`config.mk`:
```
export PLATFORM = sky130hd
export DESIGN_NAME = bfu_bitfield_unit
export DESIGN_NICKNAME = d
export VERILOG_FILES = /design/src/rtl/bfu_pkg.sv /design/src/rtl/bfu_field_ctl.sv /design/src/rtl/bfu_range_mask.sv /design/src/rtl/bfu_barrel.sv /design/src/rtl/bfu_bitfield_unit.sv
export SDC_FILE = /design/constraint.sdc
export NUM_CORES = 1
export LEC_CHECK = 0
export BUFFER_PORTS_ARGS = -buffer_cell sky130_fd_sc_hd__buf_4
export CORE_MARGIN = 2
export CORE_UTILIZATION = 31
export DETAILED_ROUTE_END_ITERATION = 10
export PLACE_DENSITY = 0.49
export SYNTH_ARGS = -nofsm -noshare
export SYNTH_HDL_FRONTEND = slang
export SYNTH_SLANG_ARGS = --single-unit
export TNS_END_PERCENT = 1
```
`constraint.sdc`:
```
create_clock -name vclk -period 5.02
set_clock_uncertainty 0.1 [all_clocks]
set_input_delay 0.502 -clock vclk [all_inputs]
set_output_delay 0.502 -clock vclk [all_outputs]
set_load 0.02 [all_outputs]
```
`src/rtl/bfu_pkg.sv`:
```
`timescale 1ns/1ps
package bfu_pkg;

    typedef enum logic [1:0] {
        BF_INSERT    = 2'b00,
        BF_EXTRACT_W = 2'b01,
        BF_EXTRACT_D = 2'b10,
        BF_RESERVED  = 2'b11
    } bf_op_e;

endpackage

```
`src/rtl/bfu_field_ctl.sv`:
```
`timescale 1ns/1ps
// Turns the two 5-bit instruction fields into a bit range [lo, hi) and
// a legality flag, per operation.
module bfu_field_ctl
    import bfu_pkg::*;
#(
    parameter int DATA_W = 64,
    parameter int FLD_W  = 5,
    parameter int BND_W  = 7
) (
    input  bf_op_e             op,
    input  logic [FLD_W-1:0]   msb_fld,
    input  logic [FLD_W-1:0]   lsb_fld,
    output logic [BND_W-1:0]   range_lo,
    output logic [BND_W-1:0]   range_hi,
    output logic               bad_geom
);

    localparam logic [BND_W-1:0] FULL_LIM = BND_W'(DATA_W);
    localparam logic [BND_W-1:0] HALF_LIM = BND_W'(DATA_W / 2);
    localparam logic [BND_W-1:0] ONE      = BND_W'(1);

    logic [BND_W-1:0] msb_e;
    logic [BND_W-1:0] lsb_e;
    logic [BND_W-1:0] top_d;
    logic [BND_W-1:0] end_d;

    assign msb_e = BND_W'(msb_fld);
    assign lsb_e = BND_W'(lsb_fld);
    assign top_d = msb_e + ONE;
    assign end_d = lsb_e + msb_e + ONE;

    always_comb begin
        range_lo = '0;
        range_hi = '0;
        bad_geom = 1'b0;
        unique case (op)
            BF_INSERT: begin
                bad_geom = (msb_e < lsb_e) || (top_d > FULL_LIM);
                range_lo = lsb_e;
                range_hi = (msb_e < lsb_e) ? lsb_e : top_d;
            end
            BF_EXTRACT_W: begin
                bad_geom = end_d > HALF_LIM;
                range_hi = top_d;
            end
            BF_EXTRACT_D: begin
                bad_geom = end_d > FULL_LIM;
                range_hi = top_d;
            end
            default: begin
                bad_geom = 1'b1;
            end
        endcase
    end

endmodule

```
`src/rtl/bfu_range_mask.sv`:
```
`timescale 1ns/1ps
// Mask with ones at every bit position p where lo <= p < hi.
// Built by comparison, so a range ending at DATA_W needs no wide shift.
module bfu_range_mask #(
    parameter int DATA_W = 64,
    parameter int BND_W  = 7
) (
    input  logic [BND_W-1:0]  range_lo,
    input  logic [BND_W-1:0]  range_hi,
    output logic [DATA_W-1:0] mask
);

    for (genvar p = 0; p < DATA_W; p++) begin : g_bit
        localparam logic [BND_W-1:0] POS = BND_W'(p);
        assign mask[p] = (POS >= range_lo) && (POS < range_hi);
    end

endmodule

```
`src/rtl/bfu_barrel.sv`:
```
`timescale 1ns/1ps
// Logarithmic shifter, direction chosen by parameter.
module bfu_barrel #(
    parameter int DATA_W     = 64,
    parameter int SH_W       = 5,
    parameter bit SHIFT_LEFT = 1'b0
) (
    input  logic [DATA_W-1:0] din,
    input  logic [SH_W-1:0]   amount,
    output logic [DATA_W-1:0] dout
);

    logic [DATA_W-1:0] stage [SH_W+1];

    assign stage[0] = din;

    for (genvar k = 0; k < SH_W; k++) begin : g_stage
        localparam int STEP = 1 << k;
        if (STEP >= DATA_W) begin : g_flush
            assign stage[k+1] = amount[k] ? '0 : stage[k];
        end else if (SHIFT_LEFT) begin : g_left
            assign stage[k+1] = amount[k] ? (stage[k] << STEP) : stage[k];
        end else begin : g_right
            assign stage[k+1] = amount[k] ? (stage[k] >> STEP) : stage[k];
        end
    end

    assign dout = stage[SH_W];

endmodule

```
`src/rtl/bfu_bitfield_unit.sv`:
```
`timescale 1ns/1ps
module bfu_bitfield_unit
    import bfu_pkg::*;
#(
    parameter int DATA_W = 64,
    parameter int FLD_W  = 5,
    parameter int IDX_W  = 5
) (
    input  logic              valid_in,
    input  logic [1:0]        op_sel,
    input  logic [DATA_W-1:0] rs_val,
    input  logic [DATA_W-1:0] rt_val,
    input  logic [FLD_W-1:0]  msb_fld,
    input  logic [FLD_W-1:0]  lsb_fld,
    input  logic [IDX_W-1:0]  rt_idx,
    output logic              valid_out,
    output logic [DATA_W-1:0] result,
    output logic [IDX_W-1:0]  dest_idx,
    output logic              illegal
);

    localparam int HALF_W = DATA_W / 2;
    localparam int CNT_W  = $clog2(DATA_W + 1);
    localparam int BND_W  = (CNT_W > FLD_W + 2) ? CNT_W : FLD_W + 2;

    typedef struct packed {
        logic              valid;
        logic              illegal;
        logic [IDX_W-1:0]  dest;
        logic [DATA_W-1:0] data;
    } bfu_out_t;

    bf_op_e            op_e;
    logic [BND_W-1:0]  range_lo;
    logic [BND_W-1:0]  range_hi;
    logic              bad_geom;
    logic [DATA_W-1:0] field_mask;
    logic [DATA_W-1:0] rs_right;
    logic [DATA_W-1:0] rs_left;
    logic [DATA_W-1:0] ext_field;
    bfu_out_t          out_d;

    assign op_e = bf_op_e'(op_sel);

    bfu_field_ctl #(
        .DATA_W (DATA_W),
        .FLD_W  (FLD_W),
        .BND_W  (BND_W)
    ) ctl_i (
        .op       (op_e),
        .msb_fld  (msb_fld),
        .lsb_fld  (lsb_fld),
        .range_lo (range_lo),
        .range_hi (range_hi),
        .bad_geom (bad_geom)
    );

    bfu_range_mask #(
        .DATA_W (DATA_W),
        .BND_W  (BND_W)
    ) mask_i (
        .range_lo (range_lo),
        .range_hi (range_hi),
        .mask     (field_mask)
    );

    bfu_barrel #(
        .DATA_W     (DATA_W),
        .SH_W       (FLD_W),
        .SHIFT_LEFT (1'b0)
    ) shr_i (
        .din    (rs_val),
        .amount (lsb_fld),
        .dout   (rs_right)
    );

    bfu_barrel #(
        .DATA_W     (DATA_W),
        .SH_W       (FLD_W),
        .SHIFT_LEFT (1'b1)
    ) shl_i (
        .din    (rs_val),
        .amount (lsb_fld),
        .dout   (rs_left)
    );

    assign ext_field = rs_right & field_mask;

    always_comb begin
        out_d         = '0;
        out_d.valid   = valid_in;
        out_d.illegal = bad_geom;
        out_d.dest    = rt_idx;
        unique case (op_e)
            BF_INSERT:
                out_d.data = (rt_val & ~field_mask) | (rs_left & field_mask);
            BF_EXTRACT_W:
                out_d.data = {{(DATA_W - HALF_W){ext_field[HALF_W-1]}},
                              ext_field[HALF_W-1:0]};
            BF_EXTRACT_D:
                out_d.data = ext_field;
            default:
                out_d.data = '0;
        endcase
    end

    assign valid_out = out_d.valid;
    assign illegal   = out_d.illegal;
    assign dest_idx  = out_d.dest;
    assign result    = out_d.data;

endmodule

```
==> results of run 1 <==
-- worst max-delay path, cell delays in order --
cell and delay, ps:
buf_6 100, buf_12 320, mux4_2 610, nand2_1 80, o21ai_0 160, o21ai_0 690
o22ai_1 160, a211oi_1 620, a221oi_1 210, buf_4 220
-- per-stage QoR --
stage / setup WS [ps] / total power, mW / utilization / instance area, um2 / hold slack [ps]
after detailed placement: 679.1 / 1.563 / 0.3712 / 12020 / 904.1
final: 551.9 / 1.623 / 0.3712 / 12020 / 904.0
after CTS: 706.6 / 1.569 / 0.3712 / 12020 / 904.1
after floorplan: 403.8 / 0.9380 / - / 10160 / 1017
after global placement: 690.9 / 1.572 / 0.3712 / 12020 / 904.1
after global routing: 348.9 / 1.694 / 0.3712 / 12020 / 904.1
-- cell type report --
class                      count  share of cell area
tap                          442             0.04603
inverter                      16            0.004998
multi-input combinational   1296              0.7791
timing repair buffer         268              0.1698
-- power breakdown --
part / switching, mW / internal, mW / total [mW] / leakage, nW
logic: 1.04 / 0.588 / 1.62 / 4.97
registers: 0 / 0 / 0 / 0
clock network: 0 / 0 / 0 / 0
total: 1.04 / 0.588 / 1.62 / 4.97
-- cell families (layout without fill, tap and decap cells) --
family	Yosys count	in the layout	synth area share
AO/OA/AOI/OAI	502	502	0.3227
AND/OR/NAND/NOR	475	475	0.2014
multiplexers	301	301	0.3759
buffers and inverters	166	284	0.07897
adder cells (fa/ha/maj)	15	15	0.01848
XOR/XNOR	3	3	0.002588
-- cells in the final DEF (no fill, tap or decap), drive strengths merged, types with 30 or more instances in the layout --
master	n
a21oi	104
buf	268
mux2	73
mux2i	171
mux4	57
nand2	204
nor2	166
o211ai	30
o21ai	137
o22ai	54
-- worst max-delay path by stage --
stage            endpoint        from  depth (start not counted)
6_report       result[38]  lsb_fld[1]                         10
5_1_grt        result[38]  lsb_fld[1]                         11
4_1_cts        result[38]  lsb_fld[1]                         10
3_5_place_dp   result[33]  lsb_fld[1]                         11
3_3_place_gp   result[38]  lsb_fld[1]                         10
2_1_floorplan  result[20]  lsb_fld[2]                         16
-- layer usage --
metal,global-route usage,vias up,wire length (um)
met2,0.5010,873,24990
met3,0.04109,157,5851
li1,-,5804,-
met4,0.1394,0,3057
met1,0.4689,6371,24860
met5,0,-,0
==> results.sh, run 1 <==
export IMPL_post_cts_buffers=0
export IMPL_drt_first_iter_violations=1880
export IMPL_grt_pass1_wl_um=84540
export IMPL_grt_ovfl_total=0
export IMPL_min_path_type="in2out"
export IMPL_path_max_fanout=86
export IMPL_drc=0
export IMPL_clkbuf_count=0
export IMPL_period_minus_slack_ps=4468
export IMPL_maxCapViolations=0
export IMPL_seqCellArea_um2=0
export IMPL_post_route_period_util=0.8901
export IMPL_grt_max_degree=142
export IMPL_vias=13210
export IMPL_critPathLaunchType="input port"
export IMPL_syn_to_final_growth_pct=18.31
export IMPL_core_area_um2=32370
export IMPL_holdPathEnd="dest_idx[0]"
export IMPL_relSlewSlack=0.3389
export IMPL_synth_area_um2=10160
export IMPL_fill_cells=3571
export IMPL_synth_area_leaders="mux2i_1 (17%), mux4_2 (13%), mux2_2 (8.1%), nand2_1 (7.5%), o21ai_0 (6.6%)"
export IMPL_n_antenna_cell=0
export IMPL_hpwl_um=46200
export IMPL_yosys_top_cells_count="nand2_1 (204), mux2i_1 (171), nor2_1 (163)"
export IMPL_synth_area_leader_cell="mux2i_1"
export IMPL_tightest_slew_ps=991.7
export IMPL_yosys_warnings=0
export IMPL_io_buffers=205
export IMPL_seq_cell_count=0
export IMPL_nets=1743
export IMPL_start_util=0.3137
export IMPL_final_cells=2022
export IMPL_dieArea_um2=34230
export IMPL_critPathRequiredTime_ps=4420
export IMPL_whs_path_depth=0
export IMPL_arrival_ps=3870
export IMPL_critical_path_class="in2out"
export IMPL_synth_nets=1623
export IMPL_grt_pass1_vias=12620
export IMPL_drt_wirelength_per_cell_um=29.06
export IMPL_status="finished clean"
export IMPL_layout_drive_gt1_share=0.2778
export IMPL_synthCells=1462
export IMPL_leakagePower_nw=4.968
export IMPL_die_w_um=185
export IMPL_die_y_um=185
export IMPL_wl_um=58760
export IMPL_yosysUniqueCellTypes=82
export IMPL_dpl_cell_count=2022
export IMPL_routabilityCongestion=1.021
export IMPL_cts_hold_buffers_added=0
export IMPL_hold_viol_final=0
export IMPL_setup_viol=0
export IMPL_grt_antenna_before_repair=0
export IMPL_syn_mean_instance_area_um2=6.947
export IMPL_fin_setup_tns_ps=0
export IMPL_ios=217
export IMPL_rows=66
export IMPL_track_usage=0.3303
export IMPL_yosysMostFrequentCell="nand2_1"
export IMPL_slew_violations=0
export IMPL_rsz0062_at_grt="false"
export IMPL_p_per_area_nw_per_um2=135.1
export IMPL_ant_nets=0
export IMPL_avgViaCountPerCell=6.531
export IMPL_vdd_drop_max_mv=0.06267
export IMPL_ys_seq_area_frac=0
export IMPL_drt_first_pass_iters=6
export IMPL_fmax_mhz=223.8
export IMPL_yosysTopAreaCellShare=0.1685
export IMPL_hp_start="rt_idx[0]"
export IMPL_multi_input_area_um2=9361
export IMPL_cts_resized=0
export IMPL_cp_end_kind="primary output"
No activity file was read; power rests on OpenSTA's default activity.
==> inputs of run 2 (changes only) <==
==> constraint.sdc (replaced) <==
create_clock -name vclk -period 5.02
set_clock_uncertainty 0.1 [all_clocks]
set_input_delay 0.753 -clock vclk [all_inputs]
set_output_delay 0.753 -clock vclk [all_outputs]
set_load 0.02 [all_outputs]
==> results.sh, run 2 (same netlist as run 1, synthesis figures left out) <==
export IMPL_p_per_area_nw_per_um2=133.7
export IMPL_maxCapViolations=0
export IMPL_grt_antenna_before_repair=2
export IMPL_vias=13020
export IMPL_relSlewSlack=0.3329
export IMPL_holdPathEnd="dest_idx[0]"
export IMPL_fin_util=0.3778
export IMPL_cp_end_kind="primary output"
export IMPL_slew_violations=0
export IMPL_avgViaCountPerCell=6.372
export IMPL_multi_input_area_um2=9361
export IMPL_dieArea_um2=34230
export IMPL_grt_max_degree=142
export IMPL_cts_hold_buffers_added=0
export IMPL_hpwl_um=45320
export IMPL_fmax_mhz=212.9
export IMPL_power_mw=1.635
export IMPL_post_route_period_util=0.9355
export IMPL_path_max_fanout=9
export IMPL_ant_nets=0
export IMPL_drt_wirelength_per_cell_um=27.85
export IMPL_drt_first_pass_iters=6
export IMPL_tightest_slew_ps=993.0
export IMPL_ios=217
export IMPL_hold_viol_final=0
export IMPL_final_cell_mix="buf_4 (283), nand2_1 (204), mux2i_1 (171), nor2_1 (163), o21ai_0 (132)"
export IMPL_critical_path_class="in2out"
export IMPL_grt_pass1_wl_um=82500
export IMPL_mostFrequentLayoutCell="buf_4"
export IMPL_wl_um=56920
export IMPL_min_path_type="in2out"
export IMPL_clkbuf_count=0
export IMPL_routabilityCongestion=0.9987
export IMPL_setup_viol=0
export IMPL_drc=0
export IMPL_post_cts_buffers=0
export IMPL_status="finished clean"
export IMPL_rsz0062_at_grt="false"
export IMPL_period_minus_slack_ps=4696
export IMPL_whs_path_depth=0
export IMPL_hp_start="rt_idx[0]"
export IMPL_rows=66
export IMPL_layout_drive_gt1_share=0.2878
export IMPL_seqCellArea_um2=0
export IMPL_die_y_um=185
export IMPL_die_w_um=185
export IMPL_seq_cell_count=0
export IMPL_critPathLaunchType="input port"
export IMPL_grt_ovfl_total=0
export IMPL_n_antenna_cell=0
export IMPL_syn_to_final_growth_pct=20.43
export IMPL_cts_resized=0
export IMPL_start_util=0.3137
export IMPL_drt_first_iter_violations=1728
export IMPL_fill_cells=3598
export IMPL_critPathRequiredTime_ps=4170
export IMPL_arrival_ps=3840
export IMPL_nets=1765
export IMPL_io_buffers=205
export IMPL_vdd_drop_max_mv=0.07276
export IMPL_core_area_um2=32370
export IMPL_leakagePower_nw=5.093
export IMPL_grt_pass1_vias=12260
export IMPL_track_usage=0.3220
export IMPL_worst_hold_slack_ps=1406
-- run 2: per-stage QoR --
step                setup TNS, ps  worst slack, ps  cells  cell area, um2
finish                          0            323.6   2044           12230
global route                    0            150.5   2044           12230
CTS                             0            396.2   2044           12230
detailed placement              0            402.3   2044           12230
global placement                0            420.0   2044           12230
floorplan                  -565.5           -79.31   1462           10160
-- run 2: worst max-delay path, cell delays in order --
cell       delay [ps]
buf_4             130
ha_1              300
nor2b_4           140
o31a_2            380
o21ai_0           270
o21ai_1           250
o2bb2ai_1         560
a21oi_1           210
or4_1             500
o31ai_1           120
buf_4             220
-- run 2: final cells by class --
class | count | share of cell area
timing repair buffer | 290 | 0.1844
multi-input combinational | 1296 | 0.7654
inverter | 16 | 0.004910
tap | 442 | 0.04522
-- run 2: worst max path at each step --
| stage | startpoint | to | slack, ps | cells after the start |
|---|---|---|---|---|
| 2_1_floorplan | lsb_fld[2] | result[22] | -80 | 17 |
| 3_3_place_gp | lsb_fld[1] | result[34] | 420 | 10 |
| 3_5_place_dp | msb_fld[1] | result[26] | 400 | 11 |
| 4_1_cts | msb_fld[1] | result[12] | 400 | 11 |
| 5_1_grt | msb_fld[1] | result[12] | 150 | 11 |
| 6_report | msb_fld[1] | result[26] | 320 | 11 |
-- run 2: power by group --
group	internal (mW)	switching (mW)
clock	0	0
combinational	0.613	1.02
sequential	0	0
-- run 2: routing by layer --
metal	global-route usage	up-vias	wire, um
li1	-	5843	-
met1	0.4540	6243	24380
met2	0.4884	779	24230
met3	0.04149	157	5159
met4	0.1416	2	3129
met5	0	-	14
==> inputs of run 3 (changes only) <==
- CELL_PAD_IN_SITES_DETAIL_PLACEMENT: default -> 1
- CELL_PAD_IN_SITES_GLOBAL_PLACEMENT: default -> 2
- PLACE_DENSITY: 0.49 -> 0.81
==> results.sh, run 3 (same netlist as run 1, synthesis figures left out) <==
export IMPL_status="finished clean"
export IMPL_relSlewSlack=0.3539
export IMPL_path_max_fanout=59
export IMPL_drt_first_pass_iters=5
export IMPL_die_w_um=185
export IMPL_maxCapViolations=0
export IMPL_rsz0062_at_grt="false"
export IMPL_p_per_area_nw_per_um2=135.7
export IMPL_drt_first_iter_violations=1748
export IMPL_place_ws_ps=38.64
export IMPL_crit_slowest_cell="o221ai_1"
export IMPL_n_antenna_cell=0
export IMPL_arrival_ps=4030
export IMPL_combPwrFrac=1.000
export IMPL_cpPeakStageDelay_ps=710
export IMPL_clkbuf_count=0
export IMPL_start_util=0.3137
export IMPL_fmax_mhz=204.7
export IMPL_min_path_type="in2out"
export IMPL_leakagePower_nw=5.120
export IMPL_post_route_period_util=0.9729
export IMPL_grt_ovfl_total=0
export IMPL_layout_drive_gt1_share=0.2909
export IMPL_seqCellArea_um2=0
export IMPL_worst_slack_ps=135.9
export IMPL_clkPwrFrac=0
export IMPL_avgViaCountPerCell=6.538
export IMPL_core_area_um2=32370
export IMPL_period_minus_slack_ps=4884
export IMPL_vias=13410
export IMPL_grt_pass1_vias=13170
export IMPL_grt_pass1_wl_um=88410
export IMPL_final_cell_mix="buf_4 (291), nand2_1 (204), mux2i_1 (171), nor2_1 (163), o21ai_0 (132)"
export IMPL_critical_path_class="in2out"
export IMPL_p_int_uw=613.5
export IMPL_netSwitchingPower_mw=1.051
export IMPL_track_usage=0.3423
export IMPL_critPathLaunchType="input port"
export IMPL_post_cts_buffers=0
export IMPL_seq_cell_count=0
export IMPL_path_cells="buf_6, buf_6, or2_2, buf_4, o221ai_1, o21ai_0, o21ai_0, mux2i_1, o211ai_1, buf_4"
export IMPL_critPathRequiredTime_ps=4170
export IMPL_routabilityCongestion=1.015
export IMPL_fin_util=0.3788
export IMPL_wl_um=60290
export IMPL_slew_violations=0
export IMPL_p_sw_frac=0.6314
export IMPL_grt_antenna_before_repair=0
export IMPL_hpwl_um=47730
export IMPL_nets=1772
export IMPL_grt_max_degree=84
export IMPL_post_dp_cell_area_um2=12260
export IMPL_rows=66
export IMPL_hold_viol_final=0
export IMPL_tightest_slew_ps=969.2
export IMPL_cp_end_kind="primary output"
export IMPL_drt_wirelength_per_cell_um=29.39
export IMPL_dieArea_um2=34230
export IMPL_syn_to_final_growth_pct=20.73
export IMPL_ant_nets=0
export IMPL_die_y_um=185
export IMPL_final_area_um2=12260
export IMPL_drc=0
export IMPL_ios=217
export IMPL_seqPwrFrac=0
export IMPL_setup_viol=0
export IMPL_vdd_drop_max_mv=0.06311
export IMPL_mostFrequentLayoutCell="buf_4"
export IMPL_io_buffers=205
[run 3: changes by cell type in the layout (fill, tap and decap cells not counted), sizes merged]
cell | previous run | this run
buf | 290 | 297
[run 3: final timing paths]
check	from	end	slack, ps	cells after the start
worst max-delay path	lsb_fld[1]	result[32]	140	10
worst min-delay path	rt_idx[0]	dest_idx[0]	1410	0
[run 3: layout make-up]
| cell class | instances | area (um2) |
|---|---|---|
| Timing Repair Buffer | 297 | 2287 |
| Multi-Input combinational cell | 1296 | 9361 |
| Fill cell | 4160 | 20110 |
| Inverter | 16 | 60.06 |
| Tap cell | 442 | 553.0 |
[run 3: per-stage QoR]
step / total power, mW / setup TNS, ps / std cells / hold slack [ps]
after detailed placement: 1.604 / 0 / 2051 / 1406
after CTS: 1.610 / 0 / 2051 / 1406
after global placement: 1.594 / -15.63 / 2051 / 1406
final: 1.664 / 0 / 2051 / 1406
after floorplan: 0.9381 / -565.5 / 1462 / 1519
after global routing: 1.737 / 0 / 2051 / 1406
[run 3: worst max-delay path, delay by kind of cell]
family	cells	cell delay (ps)
AO/OA/AOI/OAI	4	1790
buffers and inverters	4	790
AND/OR/NAND/NOR	1	470
multiplexers	1	130
[run 3: power groups by stage]
stage          combinational (mW)  clock (mW)  sequential (mW)
2_1_floorplan               0.938           0                0
5_1_grt                      1.74           0                0
3_3_place_gp                 1.59           0                0
6_report                     1.66           0                0
4_1_cts                      1.61           0                0
3_5_place_dp                 1.60           0                0
[run 3: per-layer routing]
layer	wire, um	global-route usage	part of all wire	vias up
li1	-	-	-	5859
met1	25450	0.4750	0.42	6631
met2	26500	0.5359	0.44	774
met3	5442	0.04149	0.090	146
met4	2896	0.1390	0.048	0
met5	0	0	0	-
[run 3: timing repair]
| item | 4_1_cts | 5_1_grt |
|---|---|---|
| setup endpoints to repair | 0 | 8 |
| hold buffers | 0 | 0 |
| endpoints found under the hold margin | 0 | 0 |
| gates resized for setup | 0 | 1 |
